**src/rtl/tmr_pkg.sv**
```systemverilog
package tmr_pkg;
  typedef enum logic [1:0] {
    MODE_13  = 2'd0,
    MODE_16  = 2'd1,
    MODE_8R  = 2'd2,
    MODE_SPL = 2'd3
  } tmr_mode_e;

  typedef struct packed {
    logic      gate_en;
    logic      edge_sel;
    tmr_mode_e mode;
  } tmr_cfg_t;

  localparam logic [2:0] A_CFG = 3'd0;
  localparam logic [2:0] A_CTL = 3'd1;
  localparam logic [2:0] A_LO0 = 3'd2;
  localparam logic [2:0] A_HI0 = 3'd3;
  localparam logic [2:0] A_LO1 = 3'd4;
  localparam logic [2:0] A_HI1 = 3'd5;
endpackage

```
**src/rtl/tmr_evt.sv**
```systemverilog
module tmr_evt (
  input  logic clk_i,
  input  logic rst_ni,
  input  logic tick_i,
  input  logic run_i,
  input  logic gate_en_i,
  input  logic gate_i,
  input  logic edge_sel_i,
  input  logic pin_i,
  output logic evt_o
);
  logic smp_q;

  always_ff @(posedge clk_i or negedge rst_ni) begin
    if (!rst_ni)     smp_q <= 1'b0;
    else if (tick_i) smp_q <= pin_i;
  end

  logic enabled;
  assign enabled = run_i & (~gate_en_i | gate_i);
  // falling edge across two successive tick samples
  assign evt_o = tick_i & enabled & (~edge_sel_i | (smp_q & ~pin_i));
endmodule

```
**src/rtl/tmr_cnt.sv**
```systemverilog
module tmr_cnt
  import tmr_pkg::*;
#(
  parameter int DW    = 8,
  parameter int PRE_W = 5,
  parameter bit SPLIT = 1'b0
) (
  input  tmr_mode_e       mode_i,
  input  logic            evt_i,
  input  logic            hi_evt_i,
  input  logic [DW-1:0]   lo_i,
  input  logic [DW-1:0]   hi_i,
  output logic [DW-1:0]   lo_o,
  output logic [DW-1:0]   hi_o,
  output logic            ovf_o,
  output logic            hi_ovf_o
);
  always_comb begin
    lo_o     = lo_i;
    hi_o     = hi_i;
    ovf_o    = 1'b0;
    hi_ovf_o = 1'b0;
    unique case (mode_i)
      MODE_13: if (evt_i) begin
        lo_o[PRE_W-1:0] = lo_i[PRE_W-1:0] + 1'b1;
        if (&lo_i[PRE_W-1:0]) begin
          hi_o  = hi_i + 1'b1;
          ovf_o = &hi_i;
        end
      end
      MODE_16: if (evt_i) begin
        {hi_o, lo_o} = {hi_i, lo_i} + 1'b1;
        ovf_o        = &{hi_i, lo_i};
      end
      MODE_8R: if (evt_i) begin
        lo_o  = (&lo_i) ? hi_i : lo_i + 1'b1;
        ovf_o = &lo_i;
      end
      MODE_SPL: if (SPLIT) begin
        if (evt_i) begin
          lo_o  = lo_i + 1'b1;
          ovf_o = &lo_i;
        end
        if (hi_evt_i) begin
          hi_o     = hi_i + 1'b1;
          hi_ovf_o = &hi_i;
        end
      end
      default: ;
    endcase
  end
endmodule

```
**src/rtl/tmr_pair.sv**
```systemverilog
module tmr_pair
  import tmr_pkg::*;
#(
  parameter int DW    = 8,
  parameter int PRE_W = 5
) (
  input  logic          clk_i,
  input  logic          rst_ni,
  input  logic          tick_i,
  input  logic          wr_en_i,
  input  logic [2:0]    addr_i,
  input  logic [DW-1:0] wdata_i,
  output logic [DW-1:0] rdata_o,
  input  logic [1:0]    cnt_pin_i,
  input  logic [1:0]    gate_pin_i,
  input  logic [1:0]    ack_i,
  output logic [1:0]    ovf_o
);
  localparam int NCH = 2;

  logic [DW-1:0] cfg_q;
  logic [NCH-1:0] run_q, ovf_q;
  logic [DW-1:0] lo_q [NCH];
  logic [DW-1:0] hi_q [NCH];
  logic [DW-1:0] lo_n [NCH];
  logic [DW-1:0] hi_n [NCH];
  logic [NCH-1:0] evt, ovf_c, hi_ovf_c, ovf_set;
  tmr_cfg_t cfg [NCH];
  logic split, split_hi_evt;

  assign split        = cfg[0].mode == MODE_SPL;
  assign split_hi_evt = tick_i & run_q[1];

  for (genvar i = 0; i < NCH; i++) begin : g_ch
    assign cfg[i] = tmr_cfg_t'(cfg_q[4*i +: 4]);

    tmr_evt u_evt (
      .clk_i      (clk_i),
      .rst_ni     (rst_ni),
      .tick_i     (tick_i),
      .run_i      (run_q[i]),
      .gate_en_i  (cfg[i].gate_en),
      .gate_i     (gate_pin_i[i]),
      .edge_sel_i (cfg[i].edge_sel),
      .pin_i      (cnt_pin_i[i]),
      .evt_o      (evt[i])
    );

    tmr_cnt #(.DW(DW), .PRE_W(PRE_W), .SPLIT(i == 0)) u_cnt (
      .mode_i   (cfg[i].mode),
      .evt_i    (evt[i]),
      .hi_evt_i (split_hi_evt),
      .lo_i     (lo_q[i]),
      .hi_i     (hi_q[i]),
      .lo_o     (lo_n[i]),
      .hi_o     (hi_n[i]),
      .ovf_o    (ovf_c[i]),
      .hi_ovf_o (hi_ovf_c[i])
    );
  end

  // in split mode ch0 high byte owns ch1's flag
  assign ovf_set[0] = ovf_c[0];
  assign ovf_set[1] = split ? hi_ovf_c[0] : ovf_c[1];

  always_ff @(posedge clk_i or negedge rst_ni) begin
    if (!rst_ni) begin
      cfg_q <= '0;
      run_q <= '0;
      ovf_q <= '0;
      for (int i = 0; i < NCH; i++) begin
        lo_q[i] <= '0;
        hi_q[i] <= '0;
      end
    end else begin
      for (int i = 0; i < NCH; i++) begin
        lo_q[i] <= lo_n[i];
        hi_q[i] <= hi_n[i];
        if (ovf_set[i])    ovf_q[i] <= 1'b1;
        else if (ack_i[i]) ovf_q[i] <= 1'b0;
      end
      if (wr_en_i) begin
        unique case (addr_i)
          A_CFG: cfg_q <= wdata_i;
          A_CTL: begin
            run_q <= wdata_i[1:0];
            ovf_q <= wdata_i[3:2];
          end
          A_LO0: lo_q[0] <= wdata_i;
          A_HI0: hi_q[0] <= wdata_i;
          A_LO1: lo_q[1] <= wdata_i;
          A_HI1: hi_q[1] <= wdata_i;
          default: ;
        endcase
      end
    end
  end

  always_comb begin
    unique case (addr_i)
      A_CFG:   rdata_o = cfg_q;
      A_CTL:   rdata_o = DW'({ovf_q, run_q});
      A_LO0:   rdata_o = lo_q[0];
      A_HI0:   rdata_o = hi_q[0];
      A_LO1:   rdata_o = lo_q[1];
      A_HI1:   rdata_o = hi_q[1];
      default: rdata_o = '0;
    endcase
  end

  assign ovf_o = ovf_q;
endmodule

```
**config.mk**
```make
export PLATFORM = sky130hd
export DESIGN_NAME = tmr_pair
export DESIGN_NICKNAME = d
export VERILOG_FILES = /design/src/rtl/tmr_pkg.sv /design/src/rtl/tmr_evt.sv /design/src/rtl/tmr_cnt.sv /design/src/rtl/tmr_pair.sv
export SDC_FILE = /design/constraint.sdc
export NUM_CORES = 1
export LEC_CHECK = 0
export ABC_AREA = 1
export ABC_CLOCK_PERIOD_IN_PS = 2700
export BUFFER_PORTS_ARGS = -buffer_cell sky130_fd_sc_hd__buf_2
export CORE_MARGIN = 8
export CORE_UTILIZATION = 54
export CTS_CLUSTER_DIAMETER = 80
export DETAILED_ROUTE_END_ITERATION = 10
export PLACE_DENSITY_LB_ADDON = 0.08
export SYNTH_ARGS = -nofsm -noshare
export SYNTH_HDL_FRONTEND = slang
export SYNTH_SLANG_ARGS = --single-unit
```
**constraint.sdc**
```tcl
create_clock -name clk_i -period 2.7 [get_ports clk_i]
set_clock_uncertainty 0.15 [all_clocks]
set_input_delay 0.54 -clock clk_i [delete_from_list [all_inputs] [get_ports clk_i]]
set_output_delay 0.54 -clock clk_i [all_outputs]
set_load 0.01 [all_outputs]
```
# Yosys cells after proc, flatten, opt, wreduce, memory -nomap -nowiden
# Cells that the tools add are included.
[totals] out_inout_bits=10 elab_cells=107 regBits=46 inputBits=21
[classes] n_bitwise=19 add_sub_neg=8 n_reduce_logical=14 muxes=47 n_eq_ne=10
[op_table] cell="8-bit 2-to-1 mux" n=18
[op_table] cell="8-bit case mux with 6 select lines" n=1
[op_table] cell="16-bit by 1-bit adder with 16-bit output (second input constant)" n=2
[op_table] cell="8-bit by 1-bit adder with 8-bit output (second input constant)" n=4
[op_table] cell="16-bit 2-to-1 mux" n=2
[op_table] cell="16-bit AND reduction" n=2
[op_table] cell="8-bit AND reduction" n=4
[op_table] cell="8-bit case mux with 3 select lines" n=1
[op_table] cell="5-bit case mux with 4 select lines" n=1
[op_table] cell="8-bit case mux with 2 select lines" n=1
[op_table] cell="5-bit case mux with 3 select lines" n=1
[op_table] cell="1-bit 2-to-1 mux" n=14
[op_table] cell="5-bit by 1-bit adder with 5-bit output (second input constant)" n=2
[op_table] cell="5-bit 2-to-1 mux" n=2
[op_table] cell="5-bit AND reduction" n=2
[op_table] cell="1-bit AND" n=9
[op_table] cell="3-bit case mux with 3 select lines" n=1
[op_table] cell="2-bit == test (second input constant)" n=3
[op_table] cell="3-bit by 2-bit == test with 1-bit output (second input constant)" n=2
[op_table] cell="3-bit == test (second input constant)" n=2
[op_table] cell="1-bit inverter" n=6
[op_table] cell="1-bit case mux with 3 select lines" n=2
[op_table] cell="3-bit case mux with 2 select lines" n=1
[op_table] cell="2-bit by 1-bit == test with 1-bit output (second input constant)" n=2
[op_table] cell="other kinds (7)" n=13

# Logic depth before layout (Yosys ltp)
# Gate-level depths: netlist of the first run.
[logic_depth] word_depth=11 depth_mapped=13 ltp_nobuf=13

# Modules after synthesis
# Synthesis of the first run repeated with hierarchy kept, for this count alone.
[hier_totals] cells_unflattened=750 area_unflattened_um2=4563.1
[by_module_without_submodules] module="tmr_pair" seq_area_each_um2=1101.1 instances=1 cells_per_inst=294 area_per_inst_um2=2293.4
[by_module_without_submodules] module="tmr_cnt (g_ch[1].u_cnt)" seq_area_each_um2=0.0 instances=1 cells_per_inst=225 area_per_inst_um2=1126.1
[by_module_without_submodules] module="tmr_cnt (g_ch[0].u_cnt)" seq_area_each_um2=0.0 instances=1 cells_per_inst=207 area_per_inst_um2=1006.0
[by_module_without_submodules] module="tmr_evt" seq_area_each_um2=25.0 instances=2 cells_per_inst=12 area_per_inst_um2=68.8

# Worst setup path before layout of the first run
# Ideal clock, no wire load.
[synth_path] path_kind="input-to-output" start="input port addr_i[0]" end="output port rdata_o[5]" stages=6 arrival_ps=1259 required_ps=2010 slack_ps=751 path_buffers=0 path_cell_list="inv_2 nor2_1 nand2_2 nor2_1 a221oi_1 o221ai_1"
[synth_between] elab_chain_len=2 word_cells_on_any_way=7 classes_between="eq/ne (5); mux (1); reduce/logical (1)"
[synth_rtl] element="start, declared" line_no="tmr_pair.sv:11" rtl="input logic [2:0] addr_i,"
[synth_rtl] element="3-bit == test (tied with other cells)" line_no="tmr_pair.sv:100" rtl="unique case (addr_i)"
[synth_rtl] element="8-bit case mux with 6 select lines (*)" line_no="tmr_pair.sv:100"
[synth_rtl] element="end, declared" line_no="tmr_pair.sv:13" rtl="output logic [DW-1:0] rdata_o,"
# Every way passes the cells marked *; elsewhere a longest branch is shown, timed or not.

# Worst setup path in the final report of the first run
# Same ends and word-level chain as after synthesis.

==> run_results.csv, run 1 <==
group,metric,value,unit
synth,syn_nets,752,
clock_network,cts_hold_buf,0,
critical_path,startpoint_type,"input port",
clock_network,clkSinkCount,46,
sta,drv_slew,0,
critical_path,rrSetupSlack,410,ps
layout,drive_gt1_frac,0.107,
placed_design,port_buffers,30,
pwr,switching_share,0.520,
pwr,p_leak,0.00234,µW
critical_path,cpPeakStageDelay,270,ps
critical_path,crit_arrival,1750,ps
floorplanning,dieWidth,106,µm
synth,yosysUniqueCellTypes,38,
layout,final_nets,787,
synth,ys_seq_area_frac,0.266,
floorplanning,initial_core_util,0.558,
pwr,power_switching,1800,µW
sta,rsz0062_at_grt,"false",
sta,min_period,2440,ps
detailed_routing,drc_errors,0,
critical_path,criticalPathCategory,"in2out",
pwr,clock_power_share,0.131,
detailed_routing,viasPerCell,5.96,
flow_run,drv_cap,0,
clock_network,cts_resized,0,
sta,slew_headroom,0.570,
worst_hold_path,min_path_type,"in2async",
clock_network,cts_tree,"built",
clock_network,clock_latency,310,ps
clock_network,cts.htree.levels,2,
critical_path,crit_fanout,9,
clock_network,clk_pin_slew,100,ps
critical_path,r2r-end,"hi_q[11]$_DFF_PN0_",
pwr,p_int,1660,µW
detailed_routing,dr.pass1.iters,5,
critical_path,end_kind,"output port",
critical_path,r2r-start,"lo_q[8]$_DFF_PN0_",
detailed_routing,dr_total_vias,5115,
detailed_routing,postRouteAntennaNets,0,
global_routing,antenna_found_initial,0,
synth,yosys_warnings,0,
detailed_routing,wire_per_inst,18.2,µm
sta,fin_tns_setup,0,ps
sta,setup_violations,0,
synth,mappedNetlistArea,4330,µm²
synth,ys_ff_latch,46,
floorplanning,die_area,11100,µm²
critical_path,reg2regPathDepth,11,
pwr,combPwrFrac,0.492,
pwr,power,3460,µW
synth,netlist_instances,720,
critical_path,crit_chain,"buf_2 -> inv_2 -> nor2_1 -> nand2_2 -> nor2_1 -> a221oi_1 -> o221ai_1 -> buf_2",
sta,tightest_slew,646,ps
detailed_routing,first_iter_violations,466,
global_routing,grt_pass1_vias,4627,
critical_path,critical-path-top-delay-family,"compound AO/OA/AOI/OAI gates",
critical_path,cp-startpoint,"addr_i[0]",
floorplanning,die_h,106,µm
clock_network,numCtsBuffers,5,
synth,synth.avg_cell_area,6.01,µm²
placed_design,hpwl,12100,µm
floorplanning,coreArea,7770,µm²
global_routing,gr-usage-all-layers,0.282,
layout,syn_to_final_growth,8.61,%
critical_path,critPathSlowestCell,"a221oi_1",
critical_path,crit_required,2010,ps
global_routing,grt_max_degree,47,
pwr,seq_power_share,0.377,
clock_network,root_buffer,"clkbuf_8",
placed_design,place_ws,277,ps
pwr,powerDensity,736,nW/µm²
sta,fmax,411,MHz
placed_design,place_congestion,0.989,
critical_path,critPathBufInv,3,
clock_network,cts_setup_buffers,0,
global_routing,grt_overflow,0,
global_routing,grt_first_pass_wirelength,25300,µm
sta,finalHoldViolations,0,
sta,setup_slack,265,ps
sta,fin_crit_sh,0.902,
status,status,"finished, final reports clean",
pwr,ir_worst_vdd,0.453,mV
detailed_routing,totalWireLength,15600,µm
floorplanning,fp-row-count,32,
clock_network,clockBufferDepth,2,
sta,whs,168,ps
layout,antenna_cells,0,
floorplanning,ios,31,
worst max-delay path by stage:
stage | cells after the start | slack [ps] | end
after global placement | 8 | 320 | rdata_o[4]
after detailed placement | 8 | 280 | rdata_o[4]
after global routing | 8 | 100 | rdata_o[4]
after floorplan | 6 | 750 | rdata_o[5]
after CTS | 8 | 280 | rdata_o[4]
final | 8 | 260 | rdata_o[5]
sequential cells by signal, summed over array words and instances (netlist names):
signal / cells
cfg_q: 8
g_ch.u_evt.smp_q: 2
hi_q: 16
lo_q: 16
ovf_o: 2
run_q: 2
layout by cell type (no fill, tap or decap), types with 16 or more instances in the layout:
| master | instances |
|---|---|
| o21ai_0 | 59 |
| buf_2 | 30 |
| dfrtp_1 | 46 |
| nand3_1 | 60 |
| nand2_1 | 207 |
| inv_1 | 109 |
| nor2_1 | 76 |
| nand4_1 | 16 |
| a21oi_1 | 40 |
stage by stage:
stage / std cells / util / instance area, µm²
floorplan: 720 / - / 4330
global placement: 850 / 0.594 / 4620
detailed placement: 850 / 0.594 / 4620
CTS: 858 / 0.606 / 4700
global route: 858 / 0.606 / 4700
finish: 858 / 0.606 / 4700
metal layers:
metal,track usage,part of all wire,wire (µm)
met2,0.413,0.42,6600
met5,0,0,0
met1,0.412,0.44,6860
met3,0.0627,0.13,1990
met4,0.0583,0.013,196
synthesized netlist by cell type, drive strengths merged:
cell,n,area share
a21oi,43,0.052
a221oi,4,0.0081
a22oi,1,0.0017
a31oi,1,0.0014
buf,10,0.014
clkbuf,3,0.0029
clkinv,1,0.0020
dfrtp,46,0.27
ha,11,0.032
inv,116,0.10
nand2,214,0.19
nand3,62,0.076
nand3b,5,0.0087
nand4,16,0.023
nor2,85,0.082
nor3,7,0.014
o2111ai,3,0.0061
o211ai,4,0.0069
o21ai,70,0.081
o221ai,4,0.0081
o22ai,8,0.012
o31ai,2,0.0035
or2,1,0.0014
xor2,3,0.0061
cell families after synthesis:
family,count (synthesis),synth area share
compound gates,140,0.181
xor+xnor,3,0.00607
fa+ha+maj,11,0.0318
buf+inv,130,0.120
flops,46,0.266
simple gates,390,0.396
power groups by stage:
stage,clock (µW),combinational [µW],sequential (µW)
3_5_place_dp,0,1650,1290
3_3_place_gp,0,1620,1290
5_1_grt,477,1930,1320
4_1_cts,457,1660,1270
2_1_floorplan,0,1250,1110
6_report,453,1700,1300
final cells by class:
class | instances | area (µm²)
Clock buffer | 6 | 72.6
Fill cell | 787 | 3060
Timing Repair Buffer | 41 | 233
Multi-Input combinational cell | 544 | 2660
Clock inverter | 2 | 13.8
Sequential cell | 46 | 1150
Inverter | 117 | 444
Tap cell | 102 | 128
No activity file was read; power rests on OpenSTA's default activity.
==> run 2: changes to the inputs <==
--- a/config.mk
+++ b/config.mk
@@ -16,3 +16,4 @@
 export SYNTH_ARGS = -nofsm -noshare
 export SYNTH_HDL_FRONTEND = slang
+export SYNTH_HIERARCHICAL = 1
 export SYNTH_SLANG_ARGS = --single-unit
--- a/constraint.sdc
+++ b/constraint.sdc
@@ -3,3 +3,3 @@
 set_input_delay 0.54 -clock clk_i [delete_from_list [all_inputs] [get_ports clk_i]]
 set_output_delay 0.54 -clock clk_i [all_outputs]
-set_load 0.01 [all_outputs]
+set_load 0.05 [all_outputs]
==> run_results.csv, run 2 <==
group,metric,value,unit
status,status,"complete, but fails checks",
status,violations,"negative hold slack",
sta,drv_slew,0,
sta,finalHoldViolations,9,
layout,antenna_cells,0,
pwr,switching_share,0.520,
critical_path,rrSetupSlack,420,ps
detailed_routing,first_iter_violations,353,
clock_network,cts.htree.levels,2,
detailed_routing,drc_errors,0,
worst_hold_path,min_path_type,"in2async",
synth,mappedNetlistArea,4550,µm²
global_routing,grt_first_pass_wirelength,23000,µm
floorplanning,die_h,108,µm
floorplanning,coreArea,8180,µm²
pwr,seq_power_share,0.408,
global_routing,grt_pass1_vias,4601,
critical_path,crit_required,2010,ps
sta,tightest_slew,692,ps
pwr,power_switching,1740,µW
sta,whs,-5.27,ps
layout,register_area,1150,µm²
detailed_routing,totalWireLength,14100,µm
clock_network,clockBufferDepth,2,
pwr,powerDensity,683,nW/µm²
critical_path,critical-path-top-delay-family,"buffers and inverters",
layout,largestRegisters,"hi_q (16), lo_q (16), cfg_q (8)",
layout,final_nets,807,
flow_run,drv_cap,0,
clock_network,cts_resized,0,
layout,multi_input_area,2920,µm²
detailed_routing,wire_per_inst,15.9,µm
placed_design,dpl.cell_count,875,
sta,fin_crit_sh,0.930,
critical_path,critPathSlowestCell,"buf_2",
floorplanning,dieWidth,108,µm
synth,syn_nets,778,
clock_network,cts_hold_buf,0,
layout,final_common_cell,"nand2_1",
pwr,clock_power_share,0.137,
detailed_routing,postRouteAntennaNets,0,
global_routing,grt_overflow,0,
clock_network,numCtsBuffers,5,
critical_path,r2r-start,"hi_q[8]$_DFF_PN0_",
global_routing,antenna_found_initial,0,
layout,syn_to_final_growth,7.42,%
floorplanning,die_area,11600,µm²
clock_network,clk_pin_slew,100,ps
critical_path,crit_fanout,12,
floorplanning,ios,31,
critical_path,crit_arrival,1820,ps
sta,setup_violations,0,
layout,final_cells,883,
critical_path,critPathBufInv,3,
pwr,p_int,1600,µW
clock_network,cts_tree,"built",
clock_network,root_buffer,"clkbuf_8",
detailed_routing,dr_total_vias,5065,
global_routing,gr-usage-all-layers,0.246,
detailed_routing,dr.pass1.iters,5,
critical_path,reg2regPathDepth,11,
clock_network,clock_latency,300,ps
floorplanning,initial_core_util,0.557,
detailed_routing,viasPerCell,5.74,
clock_network,clkSinkCount,46,
clock_network,cts_setup_buffers,0,
sta,rsz0062_at_grt,"false",
placed_design,hpwl,11200,µm
layout,drive_gt1_frac,0.121,
placed_design,port_buffers,30,
sta,min_period,2510,ps
layout,final_cell_mix,"226 x nand2_1, 82 x inv_1, 82 x nor2_1",
critical_path,crit_chain,"buf_2 -> inv_2 -> nor2_8 -> nand2_2 -> nor2_1 -> nor2_1 -> nand2_1 -> buf_2",
pwr,power,3340,µW
critical_path,r2r-end,"ovf_o[0]$_DFF_PN0_",
global_routing,grt_max_degree,20,
floorplanning,fp-row-count,33,
sta,fmax,398,MHz
placed_design,place_congestion,0.948,
critical_path,criticalPathCategory,"in2out",
synth,yosys_warnings,6,
sta,slew_headroom,0.537,
layout,fill_cells,826,
critical_path,end_kind,"output port",
pwr,combPwrFrac,0.455,
synth,netlist_instances,748,
critical_path,cpPeakStageDelay,270,ps
pwr,ir_worst_vdd,0.522,mV
sta,fin_tns_setup,0,ps
pwr,p_leak,0.00245,µW
critical_path,startpoint_type,"input port",
synth,synth.avg_cell_area,6.09,µm²
-- run 2: routing by layer --
| metal | track usage | part of all wire | up-vias |
|---|---|---|---|
| li1 | - | - | 2488 |
| met1 | 0.362 | 0.47 | 2327 |
| met2 | 0.363 | 0.43 | 230 |
| met3 | 0.0461 | 0.088 | 20 |
| met4 | 0.0486 | 0.016 | 0 |
| met5 | 0 | 0 | - |
-- run 2: worst max-delay path by stage --
stage	from	endpoint	cells past startpoint
2_1_floorplan	addr_i[0]	rdata_o[3]	7
3_3_place_gp	addr_i[1]	rdata_o[5]	8
3_5_place_dp	addr_i[1]	rdata_o[5]	8
4_1_cts	addr_i[1]	rdata_o[5]	8
5_1_grt	addr_i[0]	rdata_o[2]	7
6_report	addr_i[1]	rdata_o[5]	8
-- run 2: power by group through the flow --
stage | registers, µW | logic (µW) | clock network [µW]
after floorplan | 1160 | 1190 | 0
after global placement | 1360 | 1470 | 0
after detailed placement | 1360 | 1500 | 0
after CTS | 1350 | 1510 | 465
after global routing | 1400 | 1740 | 486
final | 1360 | 1520 | 456
-- run 2: metrics by stage --
step	utilization	area (µm²)	setup slack, ps
floorplan	-	4550	463
global placement	0.586	4790	248
detailed placement	0.586	4790	231
CTS	0.598	4890	221
global route	0.598	4890	81.2
finish	0.598	4890	189
-- run 2: area by class of cell --
type,instances,share of cell area
inverter,96,0.0747
timing repair buffer,40,0.0461
clock buffer,5,0.0141
clock inverter,3,0.00589
multi-input combinational,588,0.597
tap,105,0.0269
sequential,46,0.235
